## config.mk

```make
export PLATFORM = sky130hd
export DESIGN_NAME = biquinary_decade
export DESIGN_NICKNAME = d
export VERILOG_FILES = /design/src/rtl/bq_pkg.sv /design/src/rtl/bq_clear_shaper.sv /design/src/rtl/bq_ring.sv /design/src/rtl/bq_decoder.sv /design/src/rtl/biquinary_decade.sv
export SDC_FILE = /design/constraint.sdc
export NUM_CORES = 1
export LEC_CHECK = 0
export BUFFER_PORTS_ARGS = -buffer_cell sky130_fd_sc_hd__buf_4
export CELL_PAD_IN_SITES_DETAIL_PLACEMENT = 1
export CELL_PAD_IN_SITES_GLOBAL_PLACEMENT = 2
export CORE_ASPECT_RATIO = 1.75
export CORE_MARGIN = 2
export CORE_UTILIZATION = 24
export CTS_CLUSTER_DIAMETER = 30
export DETAILED_ROUTE_END_ITERATION = 10
export PLACE_DENSITY_LB_ADDON = 0.25
export REMOVE_ABC_BUFFERS = 1
export SLEW_MARGIN = 25
export SYNTH_ARGS = -nofsm -noshare
export SYNTH_HDL_FRONTEND = slang
export SYNTH_SLANG_ARGS = --single-unit
```

## constraint.sdc

```tcl
create_clock -name clk -period 11.2 [get_ports clk]
set_input_delay 0.56 -clock clk [delete_from_list [all_inputs] [get_ports clk]]
set_output_delay 0.56 -clock clk [all_outputs]
set_load 0.05 [all_outputs]
```

## src/rtl/bq_pkg.sv

```systemverilog
package bq_pkg;
  localparam int unsigned RING_W = 5;
  localparam int unsigned DIG_W  = 4;
  // zero-count pattern, bit0 = stage A: A and C set
  localparam logic [RING_W-1:0] RING_ZERO = 5'b00101;
  typedef logic [RING_W-1:0] ring_t;
  typedef logic [DIG_W-1:0]  digit_t;
endpackage

```

## src/rtl/bq_clear_shaper.sv

```systemverilog
module bq_clear_shaper #(
  parameter int unsigned CLR_CYCLES = 2
) (
  input  logic clk,
  input  logic rst,
  input  logic req_n,
  output logic clear_o
);
  localparam int unsigned CW = $clog2(CLR_CYCLES + 1);

  logic          prev_q;
  logic [CW-1:0] left_q;
  logic          fall;

  assign fall    = prev_q & ~req_n;
  assign clear_o = fall | (left_q != '0);

  always_ff @(posedge clk) begin
    if (rst) begin
      prev_q <= 1'b1;
      left_q <= '0;
    end else begin
      prev_q <= req_n;
      if (fall)
        left_q <= CW'(CLR_CYCLES);
      else if (left_q != '0)
        left_q <= left_q - 1'b1;
    end
  end

  // a level held low after the pulse has expired does not clear again
  p_no_retrigger_r7: assert property (@(posedge clk) disable iff (rst)
    (!req_n && !prev_q && left_q == '0) |-> !clear_o);
endmodule

```

## src/rtl/bq_ring.sv

```systemverilog
module bq_ring
  import bq_pkg::*;
(
  input  logic  clk,
  input  logic  rst,
  input  logic  clear,
  input  logic  adv,
  output ring_t ring_nxt_o,
  output logic  legal_o,
  output logic  wrap_o
);
  ring_t ring_q;
  ring_t eq;
  ring_t stepped;

  genvar k;
  generate
    for (k = 0; k < RING_W; k++) begin : g_cmp
      assign eq[k] = (ring_q[k] == ring_q[(k + RING_W - 1) % RING_W]);
    end
  endgenerate

  assign legal_o = ($countones(eq) == 1);
  assign stepped = ring_q ^ eq;

  always_comb begin
    if (clear || !legal_o)
      ring_nxt_o = RING_ZERO;
    else if (adv)
      ring_nxt_o = stepped;
    else
      ring_nxt_o = ring_q;
  end

  assign wrap_o = adv && !clear && legal_o && (stepped == RING_ZERO);

  always_ff @(posedge clk) begin
    if (rst) ring_q <= RING_ZERO;
    else     ring_q <= ring_nxt_o;
  end

  // one stage changes per accepted count
  p_single_flip_r2: assert property (@(posedge clk) disable iff (rst)
    (adv && !clear && legal_o) |=> $countones(ring_q ^ $past(ring_q)) == 1);
  // illegal patterns recover to zero
  p_recover_r3: assert property (@(posedge clk) disable iff (rst)
    !legal_o |=> ring_q == RING_ZERO);
  // clear forces the zero pattern
  p_clear_zero_r7: assert property (@(posedge clk) disable iff (rst)
    clear |=> ring_q == RING_ZERO);
endmodule

```

## src/rtl/bq_decoder.sv

```systemverilog
module bq_decoder
  import bq_pkg::*;
(
  input  ring_t  ring_i,
  output digit_t digit_o
);
  ring_t eq;

  genvar k;
  generate
    for (k = 0; k < RING_W; k++) begin : g_cmp
      assign eq[k] = (ring_i[k] == ring_i[(k + RING_W - 1) % RING_W]);
    end
  endgenerate

  logic [2:0] q;
  logic       v;

  always_comb begin
    q = '0;
    v = 1'b0;
    for (int i = 0; i < RING_W; i++) begin
      if (eq[i]) begin
        q = 3'((i + 1) % RING_W);
        v = ring_i[i];
      end
    end
    digit_o = {1'b0, q} + ((v != q[0]) ? 4'd5 : 4'd0);
  end
endmodule

```

## src/rtl/biquinary_decade.sv

```systemverilog
module biquinary_decade #(
  parameter int unsigned CLR_CYCLES = 2
) (
  input  logic       clk,
  input  logic       rst,
  input  logic       clr_req_n,
  input  logic       cnt_en,
  output logic [3:0] bcd_o,
  output logic       carry_o
);
  import bq_pkg::*;

  logic   clear;
  logic   legal;
  logic   wrap;
  ring_t  ring_nxt;
  digit_t dig_nxt;
  logic   bin_q;
  logic   bin_nxt;
  logic   counting;

  bq_clear_shaper #(.CLR_CYCLES(CLR_CYCLES)) u_clr (
    .clk(clk), .rst(rst), .req_n(clr_req_n), .clear_o(clear)
  );

  bq_ring u_ring (
    .clk(clk), .rst(rst), .clear(clear), .adv(cnt_en),
    .ring_nxt_o(ring_nxt), .legal_o(legal), .wrap_o(wrap)
  );

  bq_decoder u_dec (
    .ring_i(ring_nxt), .digit_o(dig_nxt)
  );

  assign counting = cnt_en && !clear && legal;
  assign bin_nxt  = (clear || !legal) ? 1'b0 : (bin_q ^ cnt_en);

  always_ff @(posedge clk) begin
    if (rst) begin
      bin_q   <= 1'b0;
      bcd_o   <= '0;
      carry_o <= 1'b0;
    end else begin
      bin_q   <= bin_nxt;
      bcd_o   <= {dig_nxt[3:1], bin_nxt};
      carry_o <= wrap;
    end
  end

  // least significant bit follows the binary stage toggle
  p_lsb_toggle_r1: assert property (@(posedge clk) disable iff (rst)
    counting |=> bcd_o[0] != $past(bcd_o[0]));
  // digit stays decimal
  p_bcd_range_r4: assert property (@(posedge clk) disable iff (rst)
    bcd_o <= 4'd9);
  // carry only alongside digit zero
  p_carry_zero_r5: assert property (@(posedge clk) disable iff (rst)
    carry_o |-> bcd_o == 4'd0);
  // clear gives zero and no carry
  p_clear_out_r7: assert property (@(posedge clk) disable iff (rst)
    clear |=> (bcd_o == 4'd0 && !carry_o));
  // no count, no change
  p_hold_r8: assert property (@(posedge clk) disable iff (rst)
    (!cnt_en && !clear && legal) |=> ($stable(bcd_o) && !carry_o));
endmodule

```

==> flow_summary.json <==
{
  "status": "complete, no violations",
  "initial_utilization_pct": 24.6,
  "grt_pass1_vias": 848,
  "final_cell_mix": "dfxtp_1, nor2_1, nand2_1, buf_4, inv_1",
  "skew_ps": 1.56,
  "drtAntennaViolNets": 0,
  "area_delta_synth_final_pct": 11.8,
  "maxCapViolCount": 0,
  "p_seq_share_pct": 34.2,
  "setup_tns_ps": 0,
  "synth_cell_types": 42,
  "nets": 124,
  "grt_start_max_net_pins": 22,
  "hp-start": "clr_req_n",
  "p_switching_w": 0.0000747,
  "use_met1_pct": 13.4,
  "crit_start": "u_ring.ring_q[1]",
  "htreeDepth": 1,
  "clock_latency_ps": 250,
  "synth-seq-cells": 13,
  "min_period_over_period_pct": 35.9,
  "p_int_w": 0.000109,
  "post-cts-setup-buffer-count": 0,
  "place_area_um2": 996,
  "firstDrtPassIters": 4,
  "p_total_w": 0.000184,
  "synth_cells": 111,
  "routed_wl_um": 2220,
  "p_sw_share_pct": 40.6,
  "p_leak_nw": 0.399,
  "use_met2_pct": 22.1,
  "grt_pass1_wl_um": 4020,
  "r2r_start": "u_ring.ring_q[1]",
  "cts_hold_buf": 0,
  "busiest_layer": "met2",
  "grt_usage_pct": 11.8,
  "wl_per_cell_um": 13.8,
  "synth_edf_count": 0,
  "start_kind": "flop",
  "synth.cell_area_um2": 931,
  "cts-root-buf": "clkbuf_8",
  "routed_via_density": 4.86,
  "synth_flop_cell": "dfxtp_1",
  "use_met3_pct": 2.07,
  "tightest_slew_ps": 756,
  "yosysWarningCount": 0,
  "cts_resized": 0,
  "yosysSeqAreaShare_pct": 28.0,
  "arrival_ps": 4190,
  "final_common_cell": "dfxtp_1",
  "avgSynthCellArea_um2": 8.39,
  "clockPowerShare_pct": 23.8,
  "core-area_um2": 3790,
  "hold_viol": 0,
  "drc": 0,
  "clock-sinks": 13,
  "rows": 30,
  "ir_worst_vdd_v": 0.0000621,
  "drt-initial-drc-count": 7,
  "vias": 782,
  "hp-class": "in2reg",
  "drive_above_1_share_pct": 16.8,
  "path_max_fanout": 20,
  "cts_tree": "built",
  "num_antenna_cells": 0,
  "die-width_um": 51.1,
  "cp-end-kind": "flop",
  "rsz0062_at_grt": "no",
  "min_period_ps": 4020,
  "setup_viol": 0,
  "clk_path_buf_depth": 2,
  "powerDensity_nw_per_um2": 177,
  "die_h_um": 86.4,
  "power_frac_comb_pct": 42.0,
  "fin_area_um2": 1040,
  "worstPathRequired_ps": 11370,
  "antenna_found_initial": 0,
  "drv_slew": 0,
  "critPathKind": "reg2reg",
  "grt-ovfl-total": 0,
  "dp_hpwl_um": 1670,
  "async_flop_share_pct": 0,
  "dieArea_um2": 4410,
  "gp_congestion": 0.664,
  "portBuffers": 8,
  "fmax_mhz": 249,
  "numCtsBuffers": 3,
  "maxSlewHeadroom_pct": 49.5,
  "pin_count": 9,
  "path_clk_slew_ps": 60
}
==> sequential cells by signal, indices dropped and copies added, names as in the netlist <==
signal and flops:
u_clr.left_q 2, u_clr.prev_q 1, bcd_o 4, u_ring.ring_q 5, carry_o 1
==> routing by layer <==
layer / wire, um / part of all wire, %
met1: 996 / 45
met2: 1140 / 51
met3: 65 / 2.9
met4: 17 / 0.76
met5: 0 / 0
==> critical path, stage by stage, from the launching register on <==
cell	delay, ps
dfxtp_1	770
xnor2_1	170
ha_1	300
inv_1	60
fa_1	410
fa_1	490
nand3_1	110
or3_1	470
or2_1	270
ha_1	280
inv_1	40
ha_1	300
nand3b_1	90
o31ai_2	170
==> cell type report <==
class                      instances  area [um2]
clock buffer                       4        45.0
fill                             468        2750
inverter                           6        22.5
multi-input combinational         82         593
sequential                        13         260
tap                               48        60.1
timing repair buffer               8        60.1
==> metrics by stage <==
stage	hold WS (ps)	std cells	util [%]	setup WS, ps
after detailed placement	494	157	26.3	7170
after floorplan	459	101	-	7590
after global routing	516	161	27.5	6930
after global placement	489	157	26.3	7300
final	512	161	27.5	7180
after CTS	505	161	27.5	7160
==> power by group through the flow <==
stage	clock [W]	combinational [W]	sequential [W]
2_1_floorplan	0	0.0000482	0.0000719
3_3_place_gp	0	0.0000764	0.0000640
3_5_place_dp	0	0.0000795	0.0000639
4_1_cts	0.0000453	0.0000794	0.0000629
5_1_grt	0.0000470	0.0000881	0.0000645
6_report	0.0000438	0.0000773	0.0000628
==> synthesized netlist by cell type (3+ instances only) <==
cell      count  area, um2
nand2_1       8       30.0
nand3_1       3       15.0
o21ai_0       3       15.0
nor3_1        3       15.0
inv_1         6       22.5
nor2b_1       4       25.0
xnor2_1       5       43.8
ha_1          4       50.1
dfxtp_1      13        260
buf_2         8       40.0
nor4_1        3       18.8
nor2_1       10       37.5
a21oi_1       4       20.0
nand2b_1      3       18.8
==> cells by family after synthesis <==
| family | Yosys count | synth area share, % |
|---|---|---|
| buffers and inverters | 16 | 8.33 |
| flip-flops | 13 | 28.0 |
| multiplexers | 2 | 2.15 |
| adder cells (fa/ha/maj) | 6 | 9.68 |
| XOR/XNOR | 6 | 5.65 |
| AO/OA/AOI/OAI | 24 | 20.6 |
| AND/OR/NAND/NOR | 44 | 25.7 |
==> final timing paths <==
kind,end,slack [ps],depth (start not counted)
max,bcd_o[3],7180,13
min reg2reg,u_clr.left_q[0],520,1
min,u_clr.prev_q,510,2
max reg2reg,bcd_o[3],7180,13
Power figures use the tool's default switching activity.
